[src/rtl/cmask_pkg.sv]
package cmask_pkg;

    typedef enum logic [2:0] {
        ST_IDLE,
        ST_FILL,
        ST_RUN,
        ST_TAIL,
        ST_FLUSH
    } phase_t;

    localparam int GRAY_W   = 4;
    localparam int TAPS     = 9;
    localparam int WIN_W    = TAPS * GRAY_W;
    localparam int MEAN_MUL = 57;
    localparam int MEAN_SH  = 9;

endpackage

[src/rtl/colour_select.sv]
module colour_select
    import cmask_pkg::*;
(
    input  logic [15:0]       pix,
    input  logic [3:0]        target,
    output logic [GRAY_W-1:0] sel
);
    logic [4:0]  r5;
    logic [5:0]  g6;
    logic [4:0]  b5;
    logic [3:0]  cls;
    logic [7:0]  luma;
    logic [10:0] scaled;

    always_comb begin
        r5     = pix[15:11];
        g6     = pix[10:5];
        b5     = pix[4:0];
        cls    = {r5[4:3], g6[5:4]};
        luma   = 8'({r5, 1'b0}) + 8'({g6, 1'b0}) + 8'(b5);
        scaled = 11'(luma) * 11'd9;
        sel    = (cls == target) ? scaled[10:7] : '0;
    end
endmodule

[src/rtl/line_window.sv]
module line_window
    import cmask_pkg::*;
#(
    parameter int WIDTH = 64,
    parameter int CW    = 6
) (
    input  logic              clk,
    input  logic              rst_n,
    input  logic              step,
    input  logic              zero_col,
    input  logic              lb_wr,
    input  logic              top_ok,
    input  logic [CW-1:0]     col,
    input  logic [GRAY_W-1:0] bot,
    output logic [WIN_W-1:0]  win
);
    logic [GRAY_W-1:0] lb_old [WIDTH];
    logic [GRAY_W-1:0] lb_new [WIDTH];
    logic [GRAY_W-1:0] wc [3][3];
    logic [GRAY_W-1:0] vin [3];
    logic              restart;

    always_comb begin
        vin[0]  = (zero_col || !top_ok) ? '0 : lb_old[col];
        vin[1]  = zero_col ? '0 : lb_new[col];
        vin[2]  = zero_col ? '0 : bot;
        restart = (col == '0) && !zero_col;
    end

    always_ff @(posedge clk) begin
        if (step && lb_wr) begin
            lb_old[col] <= lb_new[col];
            lb_new[col] <= bot;
        end
    end

    always_ff @(posedge clk or negedge rst_n) begin
        if (!rst_n) begin
            for (int c = 0; c < 3; c++)
                for (int r = 0; r < 3; r++)
                    wc[c][r] <= '0;
        end else if (step) begin
            for (int r = 0; r < 3; r++) begin
                if (restart) begin
                    wc[0][r] <= '0;
                    wc[1][r] <= '0;
                end else begin
                    wc[0][r] <= wc[1][r];
                    wc[1][r] <= wc[2][r];
                end
                wc[2][r] <= vin[r];
            end
        end
    end

    for (genvar gc = 0; gc < 3; gc++) begin : g_col
        for (genvar gr = 0; gr < 3; gr++) begin : g_row
            assign win[(gc*3+gr)*GRAY_W +: GRAY_W] = wc[gc][gr];
        end
    end

    a_r3_left_pad: assert property (@(posedge clk) disable iff (!rst_n)
        (step && restart) |=>
        ({wc[0][0], wc[0][1], wc[0][2], wc[1][0], wc[1][1], wc[1][2]} == '0));

    a_r3_right_pad: assert property (@(posedge clk) disable iff (!rst_n)
        (step && zero_col) |=> ({wc[2][0], wc[2][1], wc[2][2]} == '0));

    a_r3_top_pad: assert property (@(posedge clk) disable iff (!rst_n)
        (step && !top_ok) |=> (wc[2][0] == '0));
endmodule

[src/rtl/mean_thresh.sv]
module mean_thresh
    import cmask_pkg::*;
(
    input  logic             clk,
    input  logic             rst_n,
    input  logic             win_ok,
    input  logic             win_sof,
    input  logic             win_eol,
    input  logic [WIN_W-1:0] win,
    input  logic [3:0]       thr,
    output logic             o_valid,
    output logic             o_mask,
    output logic             o_sof,
    output logic             o_eol
);
    localparam int SUM_W = 8;
    localparam int PRD_W = SUM_W + 5;

    logic [SUM_W-1:0]  sum;
    logic [PRD_W-1:0]  prod;
    logic [GRAY_W-1:0] mean;

    always_comb begin
        sum = '0;
        for (int i = 0; i < TAPS; i++)
            sum = sum + SUM_W'(win[i*GRAY_W +: GRAY_W]);
        prod = PRD_W'(sum) * PRD_W'(MEAN_MUL);
        mean = prod[MEAN_SH +: GRAY_W];
    end

    always_ff @(posedge clk or negedge rst_n) begin
        if (!rst_n) begin
            o_valid <= 1'b0;
            o_mask  <= 1'b0;
            o_sof   <= 1'b0;
            o_eol   <= 1'b0;
        end else begin
            o_valid <= win_ok;
            o_mask  <= win_ok && (mean >= thr);
            o_sof   <= win_ok && win_sof;
            o_eol   <= win_ok && win_eol;
        end
    end

    a_r2_empty_window_low: assert property (@(posedge clk) disable iff (!rst_n)
        (win_ok && sum == '0 && thr != '0) |=> (o_valid && !o_mask));
endmodule

[src/rtl/colour_mask_pipe.sv]
module colour_mask_pipe
    import cmask_pkg::*;
#(
    parameter int WIDTH  = 64,
    parameter int HEIGHT = 48
) (
    input  logic        clk,
    input  logic        rst_n,
    input  logic        in_valid,
    input  logic        in_sof,
    input  logic [15:0] in_pix,
    input  logic [3:0]  cfg_target,
    input  logic [3:0]  cfg_thresh,
    output logic        out_valid,
    output logic        out_mask,
    output logic        out_sof,
    output logic        out_eol
);
    localparam int CW = (WIDTH > 1) ? $clog2(WIDTH) : 1;
    localparam int RW = $clog2(HEIGHT + 1);
    localparam logic [CW-1:0] COL_LAST  = CW'(WIDTH - 1);
    localparam logic [RW-1:0] ROW_LAST  = RW'(HEIGHT - 1);
    localparam logic [RW-1:0] ROW_FLUSH = RW'(HEIGHT);

    phase_t            state, nxt_state;
    logic [CW-1:0]     col, nxt_col;
    logic [RW-1:0]     row, nxt_row;
    logic              step, lb_wr, zero_col, emit, emit_sof, emit_eol, top_ok;
    logic              ok_q, sof_q, eol_q;
    logic [GRAY_W-1:0] sel_val, bot_val;
    logic [WIN_W-1:0]  win;

    colour_select u_sel (
        .pix    (in_pix),
        .target (cfg_target),
        .sel    (sel_val)
    );

    assign bot_val = (state == ST_FLUSH) ? '0 : sel_val;
    assign top_ok  = (row >= RW'(2));

    // state register, position counters and window flags
    always_ff @(posedge clk or negedge rst_n) begin
        if (!rst_n) begin
            state <= ST_IDLE;
            col   <= '0;
            row   <= '0;
            ok_q  <= 1'b0;
            sof_q <= 1'b0;
            eol_q <= 1'b0;
        end else begin
            state <= nxt_state;
            col   <= nxt_col;
            row   <= nxt_row;
            ok_q  <= emit;
            sof_q <= emit_sof;
            eol_q <= emit_eol;
        end
    end

    // next state and per-cycle controls
    always_comb begin
        nxt_state = state;
        nxt_col   = col;
        nxt_row   = row;
        step      = 1'b0;
        lb_wr     = 1'b0;
        zero_col  = 1'b0;
        emit      = 1'b0;
        emit_sof  = 1'b0;
        emit_eol  = 1'b0;
        unique case (state)
            ST_IDLE: begin
                if (in_valid && in_sof) begin
                    step      = 1'b1;
                    lb_wr     = 1'b1;
                    nxt_col   = CW'(1);
                    nxt_row   = '0;
                    nxt_state = ST_FILL;
                end
            end
            ST_FILL: begin
                if (in_valid) begin
                    step  = 1'b1;
                    lb_wr = 1'b1;
                    if (col == COL_LAST) begin
                        nxt_col   = '0;
                        nxt_row   = RW'(1);
                        nxt_state = ST_RUN;
                    end else begin
                        nxt_col = col + CW'(1);
                    end
                end
            end
            ST_RUN: begin
                if (in_valid) begin
                    step     = 1'b1;
                    lb_wr    = 1'b1;
                    emit     = (col != '0);
                    emit_sof = (row == RW'(1)) && (col == CW'(1));
                    if (col == COL_LAST) nxt_state = ST_TAIL;
                    else                 nxt_col   = col + CW'(1);
                end
            end
            ST_TAIL: begin
                step     = 1'b1;
                zero_col = 1'b1;
                emit     = 1'b1;
                emit_eol = 1'b1;
                nxt_col  = '0;
                if (row == ROW_FLUSH) begin
                    nxt_row   = '0;
                    nxt_state = ST_IDLE;
                end else if (row == ROW_LAST) begin
                    nxt_row   = ROW_FLUSH;
                    nxt_state = ST_FLUSH;
                end else begin
                    nxt_row   = row + RW'(1);
                    nxt_state = ST_RUN;
                end
            end
            ST_FLUSH: begin
                step = 1'b1;
                emit = (col != '0);
                if (col == COL_LAST) nxt_state = ST_TAIL;
                else                 nxt_col   = col + CW'(1);
            end
            default: nxt_state = ST_IDLE;
        endcase
    end

    line_window #(.WIDTH(WIDTH), .CW(CW)) u_win (
        .clk      (clk),
        .rst_n    (rst_n),
        .step     (step),
        .zero_col (zero_col),
        .lb_wr    (lb_wr),
        .top_ok   (top_ok),
        .col      (col),
        .bot      (bot_val),
        .win      (win)
    );

    mean_thresh u_mean (
        .clk     (clk),
        .rst_n   (rst_n),
        .win_ok  (ok_q),
        .win_sof (sof_q),
        .win_eol (eol_q),
        .win     (win),
        .thr     (cfg_thresh),
        .o_valid (out_valid),
        .o_mask  (out_mask),
        .o_sof   (out_sof),
        .o_eol   (out_eol)
    );

    initial begin
        if (WIDTH < 2 || HEIGHT < 2) $error("WIDTH and HEIGHT must be at least 2");
    end

    a_r5_sof_with_valid: assert property (@(posedge clk) disable iff (!rst_n)
        out_sof |-> out_valid);

    a_r5_eol_with_valid: assert property (@(posedge clk) disable iff (!rst_n)
        out_eol |-> out_valid);

    a_r6_idle_quiet: assert property (@(posedge clk) disable iff (!rst_n)
        (state == ST_IDLE && $past(state) == ST_IDLE && $past(state, 2) == ST_IDLE)
        |-> !out_valid);

    a_r4_tail_single: assert property (@(posedge clk) disable iff (!rst_n)
        (state == ST_TAIL) |=> (state != ST_TAIL));
endmodule

[config.mk]
export PLATFORM = sky130hd
export DESIGN_NAME = colour_mask_pipe
export DESIGN_NICKNAME = d
export VERILOG_FILES = /design/src/rtl/cmask_pkg.sv /design/src/rtl/colour_select.sv /design/src/rtl/line_window.sv /design/src/rtl/mean_thresh.sv /design/src/rtl/colour_mask_pipe.sv
export SDC_FILE = /design/constraint.sdc
export NUM_CORES = 1
export LEC_CHECK = 0
export BUFFER_PORTS_ARGS = -buffer_cell sky130_fd_sc_hd__buf_4
export CORE_ASPECT_RATIO = 1.75
export CORE_UTILIZATION = 55
export CTS_CLUSTER_DIAMETER = 80
export DETAILED_ROUTE_END_ITERATION = 7
export PLACE_DENSITY = 0.69
export REMOVE_ABC_BUFFERS = 1
export SLEW_MARGIN = 0
export SYNTH_ARGS = -nofsm -noshare
export SYNTH_HDL_FRONTEND = slang
export SYNTH_HIERARCHICAL = 1
export SYNTH_SLANG_ARGS = --single-unit
[constraint.sdc]
create_clock -name clk -period 8.13 [get_ports clk]
set_input_delay 0.4065 -clock clk [delete_from_list [all_inputs] [get_ports clk]]
set_output_delay 0.4065 -clock clk [all_outputs]
set_load 0.01 [all_outputs]
==> reports/results.txt, run 1 <==
GPL Wtd Cong = 0.965
# DRC = 0
GRT overflow = 0
Dominant cell type by area after synthesis = edfxtp_1
WHS = 189 ps
Drt wl/cell = 29.5 um
Crit path top cell by count = fa_1
I/O Pins = 32
Synth Register Bits = 570
Post-layout min period = 6800 ps
Die ar. = 46200 um^2
Compound-gate portion of the synthesized area = 12.9%
Die height = 283 um
Clock skew = 19.5 ps
Worst-margin pin slew = 1320 ps
Adder-Cell Fraction of Synth Area = 5.73%
Final hold violation count = 0
Fin cells = 2285
Max Buffers Root-to-Sink = 3
Synth cell types = 81
Seq/Total Area, Yosys = 67.6%
Die Wd = 163 um
CP Launch Type = flip-flop
CP Class = flip-flop to flip-flop
Average size of a mapped cell = 15.0 um^2
Final setup vio count = 0
Area of the multi-input gates = 7340 um^2
Worst-path fanout max = 4
Vias in the first global route = 15100
Post-synthesis async set-or-reset flop share = 10.2%
Final ANT Viol Nets = 0
Cell Area, Synth = 24900 um^2
Commonest cells in the netlist = edfxtp_1 (512), a22oi_1 (107), nor2_1 (103)
Most area-consuming cells after synthesis = edfxtp_1 (62%), dfrtp_1 (5.8%), a22oi_1 (3.2%), ha_1 (2.9%), fa_1 (2.8%)
Total of max-cap violations = 0
CTS tree = built
Status = completed
CP arrival = 7270 ps
Share of layout cells above drive strength 1 = 12.0%
Synth Instances = 1663
Core area = 44400 um^2
Initial antenna violation count = 0
Initial Utilization = 56.1%
Synth Flop Type = edfxtp_1
Root Driver = clkbuf_16
Max incr delay on CP = 620 ps
Setup TNS = 0 ps
CP max-delay cell = fa_1
Synth Area in Simple Gates = 5.71%
Slew Viols, Final = 0
GRT Util Overall = 29.6%
CTS buffer count = 48
Slew Limit Headroom = 11.8%
Unrepaired setup endpoints after global routing = no
Count leader, synth = edfxtp_1
Latest clock arrival within the worst-skew pair = 600 ps
WP data required = 8610 ps
Post-Synth XOR/XNOR Area = 1.12%
Vias = 15300
Routed WL = 67.5 mm
Hold Path Class = input port to flip-flop
Filler instances = 3274
Sink Count = 570
Htree depth = 2
DR vias/cell = 6.70
Tcrit/Tclk final = 83.6%
IO buf count = 31
Placed Instances = 2197
Clock transition at the registers of the reported paths = 70 ps
Main combinational cell family by area after synthesis = compound AO/OA/AOI/OAI gates
Yosys top cell area share = 61.7%
Multiplexer share of the synthesized area = 3.81%
Worst setup EP type = flip-flop
N_diodes = 0
Pin count of the biggest net entering global routing = 66
Fmax achieved = 147 MHz
Dpl hpwl = 43.1 mm
Final nets = 1797
Area growth from synthesis to layout = 9.39%
EDFF count, synth = 512
Drt pass-1 iters = 6
Post-CTS resize count = 0
Iteration-0 DRC Markers = 1896
Row cnt = 102
Synth Warn # = 6
Register area = 16800 um^2
First-pass GRT wire length = 98.0 mm
[state kept, by name, summed over array words and instances, names as in the netlist]
signal	count
col	6
eol_q	1
ok_q	1
row	6
sof_q	1
state	3
u_mean/o_eol	1
u_mean/o_mask	1
u_mean/o_sof	1
u_mean/o_valid	1
u_win/lb_new	256
u_win/lb_old	256
u_win/win	36
[cells by family (layout without fill, tap and decap cells)]
family	count (synthesis)	in the layout
XOR/XNOR	27	27
AND/OR/NAND/NOR	280	280
AO/OA/AOI/OAI	435	435
multiplexers	73	73
flip-flops	570	570
buffers and inverters	185	235
adder cells (fa/ha/maj)	93	93
[metrics by stage]
step	setup slack (ps)	utilization, %	instance area (um^2)
6_report	1330	61.3	27200
5_1_grt	912	61.3	27200
4_1_cts	1280	61.3	27200
3_5_place_dp	1310	57.9	25700
3_3_place_gp	1400	57.9	25700
2_1_floorplan	1700	-	24400
[routing by layer]
layer	share of wire, %	vias up	routed length, um	GRT usage, %
met2	52	868	34800	51.4
li1	-	6555	-	-
met3	8.2	211	5570	4.00
met5	0	-	0	0
met1	33	7683	22500	34.3
met4	6.9	0	4670	18.1
[worst paths after layout]
| check | startpoint | end | slack [ps] | cells after the start |
|---|---|---|---|---|
| setup reg to reg | u_win/win[25] | u_mean/o_mask | 1330 | 25 |
| max in group asynchronous | rst_n | col[0] | 7140 | 2 |
| hold reg to reg | eol_q | u_mean/o_eol | 460 | 1 |
| hold / removal | in_valid | ok_q | 190 | 3 |
| setup / recovery | u_win/win[25] | u_mean/o_mask | 1330 | 25 |
| min in group asynchronous | rst_n | col[3] | 420 | 2 |
[final cells by class]
class                           count  area share (%)
Timing Repair Buffer               66            1.87
Multi-Input combinational cell    908            27.0
Clock inverter                     28            1.04
Inverter                           82            1.13
Tap cell                          572            2.63
Sequential cell                   570            61.8
Clock buffer                       59            4.56
[cell usage in the layout (no fill, tap or decap), types with 42 or more instances in the layout]
master     netlist  routed
nor2_1         103     101
inv_1           78      78
mux2i_1         42      42
o21ai_0         51      51
edfxtp_1       512     512
clkbuf_16        0      48
ha_1            58      58
nand2_1         43      42
buf_4            7      64
dfrtp_1         58      55
a22oi_1        107     107
[what timing repair did]
action                    CTS  global route
buffers inserted            0             0
hold buffers                1             0
hold endpoints to repair   58             0
[worst max-delay path: cells and delay by family, from the launching register on]
family,cells,cell delay [ps]
AOI/OAI and AO/OA,5,970
xor gates and xnor gates,2,340
adders and majority gates,11,4390
buffers and inverters,4,300
DFF,1,420
and+or+nand+nor,3,290
Power of run 1 is left out: the tool's default activity adds up to more than one toggle a clock period on the data nets, which glitch-free logic cannot reach.
==> run 2: changes to the inputs <==
PLACE_DENSITY = 0.72   (was 0.69)
clock period = 6 ns   (was 8.13 ns; I/O delays follow)
==> run 2 against run 1 <==
Via count increased by 3.7%; fmax grew 4.5%; register-to-register slack got worse by 1800 ps; die area unchanged; hold slack worse by 120 ps; highest routed layer unchanged; global-route usage grew 0.27 points; cell area rose by 2.0%; clock-buffer cell count is 2 higher; largest cell class unchanged; critical path depth rose by 2; sequential share of layout area is 1.2 points lower; the flow now finishes with violations (negative setup slack); clock skew up 2.7 ps; utilization grew 1.2 points; critical path type unchanged.
==> reports/results.txt, run 2 (same netlist as run 1, synthesis figures left out) <==
Worst reg2reg startpoint = u_win/win[2]
CP Launch Type = flip-flop
Core area = 44400 um^2
Vias = 15900
Routed WL = 68.0 mm
Hold Path Origin = in_valid
Tcrit/Tclk final = 108%
IO buf count = 31
Worst-path fanout max = 3
Worst setup EP type = flip-flop
Total of max-cap violations = 0
CTS tree = built
Fmax achieved = 154 MHz
Row cnt = 102
Latest clock arrival within the worst-skew pair = 590 ps
Hold path cells = 3
Root Driver = clkbuf_16
Sink Count = 570
Unrepaired setup endpoints after global routing = yes
Finished Core Util = 62.6%
DR vias/cell = 6.77
GPL Wtd Cong = 0.931
Drt wl/cell = 29.0 um
Setup slack after layout = -503 ps
Buf+Inv Stages, Crit Path = 6
CP max-delay cell = fa_2
Worst-margin pin slew = 1190 ps
R2R cell count = 27
Final hold violation count = 0
Initial Utilization = 56.1%
Critical R2R Capture = u_mean/o_mask
CP arrival = 6970 ps
Slew Limit Headroom = 20.5%
GRT Util Overall = 29.9%
Drt pass-1 iters = 8
I/O Pins = 32
WP data required = 6470 ps
Die Wd = 163 um
Clock transition at the registers of the reported paths = 70 ps
CP Class = flip-flop to flip-flop
First-pass GRT wire length = 100 mm
CTS buffer count = 48
Share of layout cells above drive strength 1 = 15.9%
Setup TNS = -503 ps
Most frequent cells in the layout = edfxtp_1 (512), buf_4 (122), a22oi_1 (107)
Slew Viols, Final = 0
Vias in the first global route = 16000
Max Buffers Root-to-Sink = 3
Min-Delay Endpoint = sof_q
Die ar. = 46200 um^2
Max incr delay on CP = 550 ps
Area growth from synthesis to layout = 11.6%
Hold Path Class = input port to flip-flop
Pin count of the biggest net entering global routing = 66
Dpl hpwl = 45.1 mm
Crit path top cell by count = fa_1
Crit-path leading delay family = adder cells
Failing checks = negative setup slack
Status = finished with violations
Final ANT Viol Nets = 0
Clock skew = 22.2 ps
Final setup vio count = 1
Post-layout min period = 6500 ps
GRT overflow = 0
Die height = 283 um
# DRC = 0
Initial antenna violation count = 1
Htree depth = 2
Reg2Reg Setup Slack = -500 ps
Final nets = 1855
Iteration-0 DRC Markers = 1842
Commonest non-fill, non-tap cell in the layout = edfxtp_1
## run 2: worst max path at each step
stage	startpoint	endpoint	slack, ps	cells past startpoint
finish	u_win/win[2]	u_mean/o_mask	-500	27
global route	u_win/win[2]	u_mean/o_mask	-730	27
CTS	u_win/win[2]	u_mean/o_mask	-480	27
detailed placement	u_win/win[26]	u_mean/o_mask	-770	25
global placement	u_win/win[2]	u_mean/o_mask	-640	27
floorplan	u_win/win[26]	u_mean/o_mask	-430	25
## run 2: timing repair
item	in CTS	in global routing
endpoints found under the setup margin	1	1
buffers inserted	2	1
pin swaps	6	5
hold buffers	1	0
hold endpoints to repair	58	0
resized for setup	14	1
## run 2: final cells by class
cell class                      instances  area (um^2)
Clock buffer                           61         1290
Tap cell                              572          716
Sequential cell                       570        16800
Antenna cell                            1         2.50
Inverter                               82          308
Timing Repair Buffer                  124          946
Multi-Input combinational cell        908         7430
Clock inverter                         29          264
Fill cell                            3188        16600
## run 2: per-stage QoR
step                instances  hold slack (ps)  setup WS, ps  area (um^2)
floorplan                1560             4.41          -432        24400
global placement         2252              405          -638        26100
detailed placement       2252              421          -769        26100
CTS                      2345             50.4          -485        27800
global route             2346             85.7          -732        27800
finish                   2347             69.6          -503        27800
## run 2: layer usage
| layer | routed length (um) | GRT usage [%] | part of all wire, % | vias up |
|---|---|---|---|---|
| li1 | - | - | - | 6670 |
| met1 | 22000 | 33.5 | 32 | 7919 |
| met2 | 34600 | 51.2 | 51 | 1034 |
| met3 | 5860 | 4.65 | 8.6 | 260 |
| met4 | 5530 | 21.6 | 8.1 | 0 |
| met5 | 0 | 0 | 0 | - |
## run 2: tightest hold or removal path, stage by stage
cell,delay (ps)
buf_4,140
nand2b_1,110
nor4_1,70
Power of run 2 is left out for the same reason.
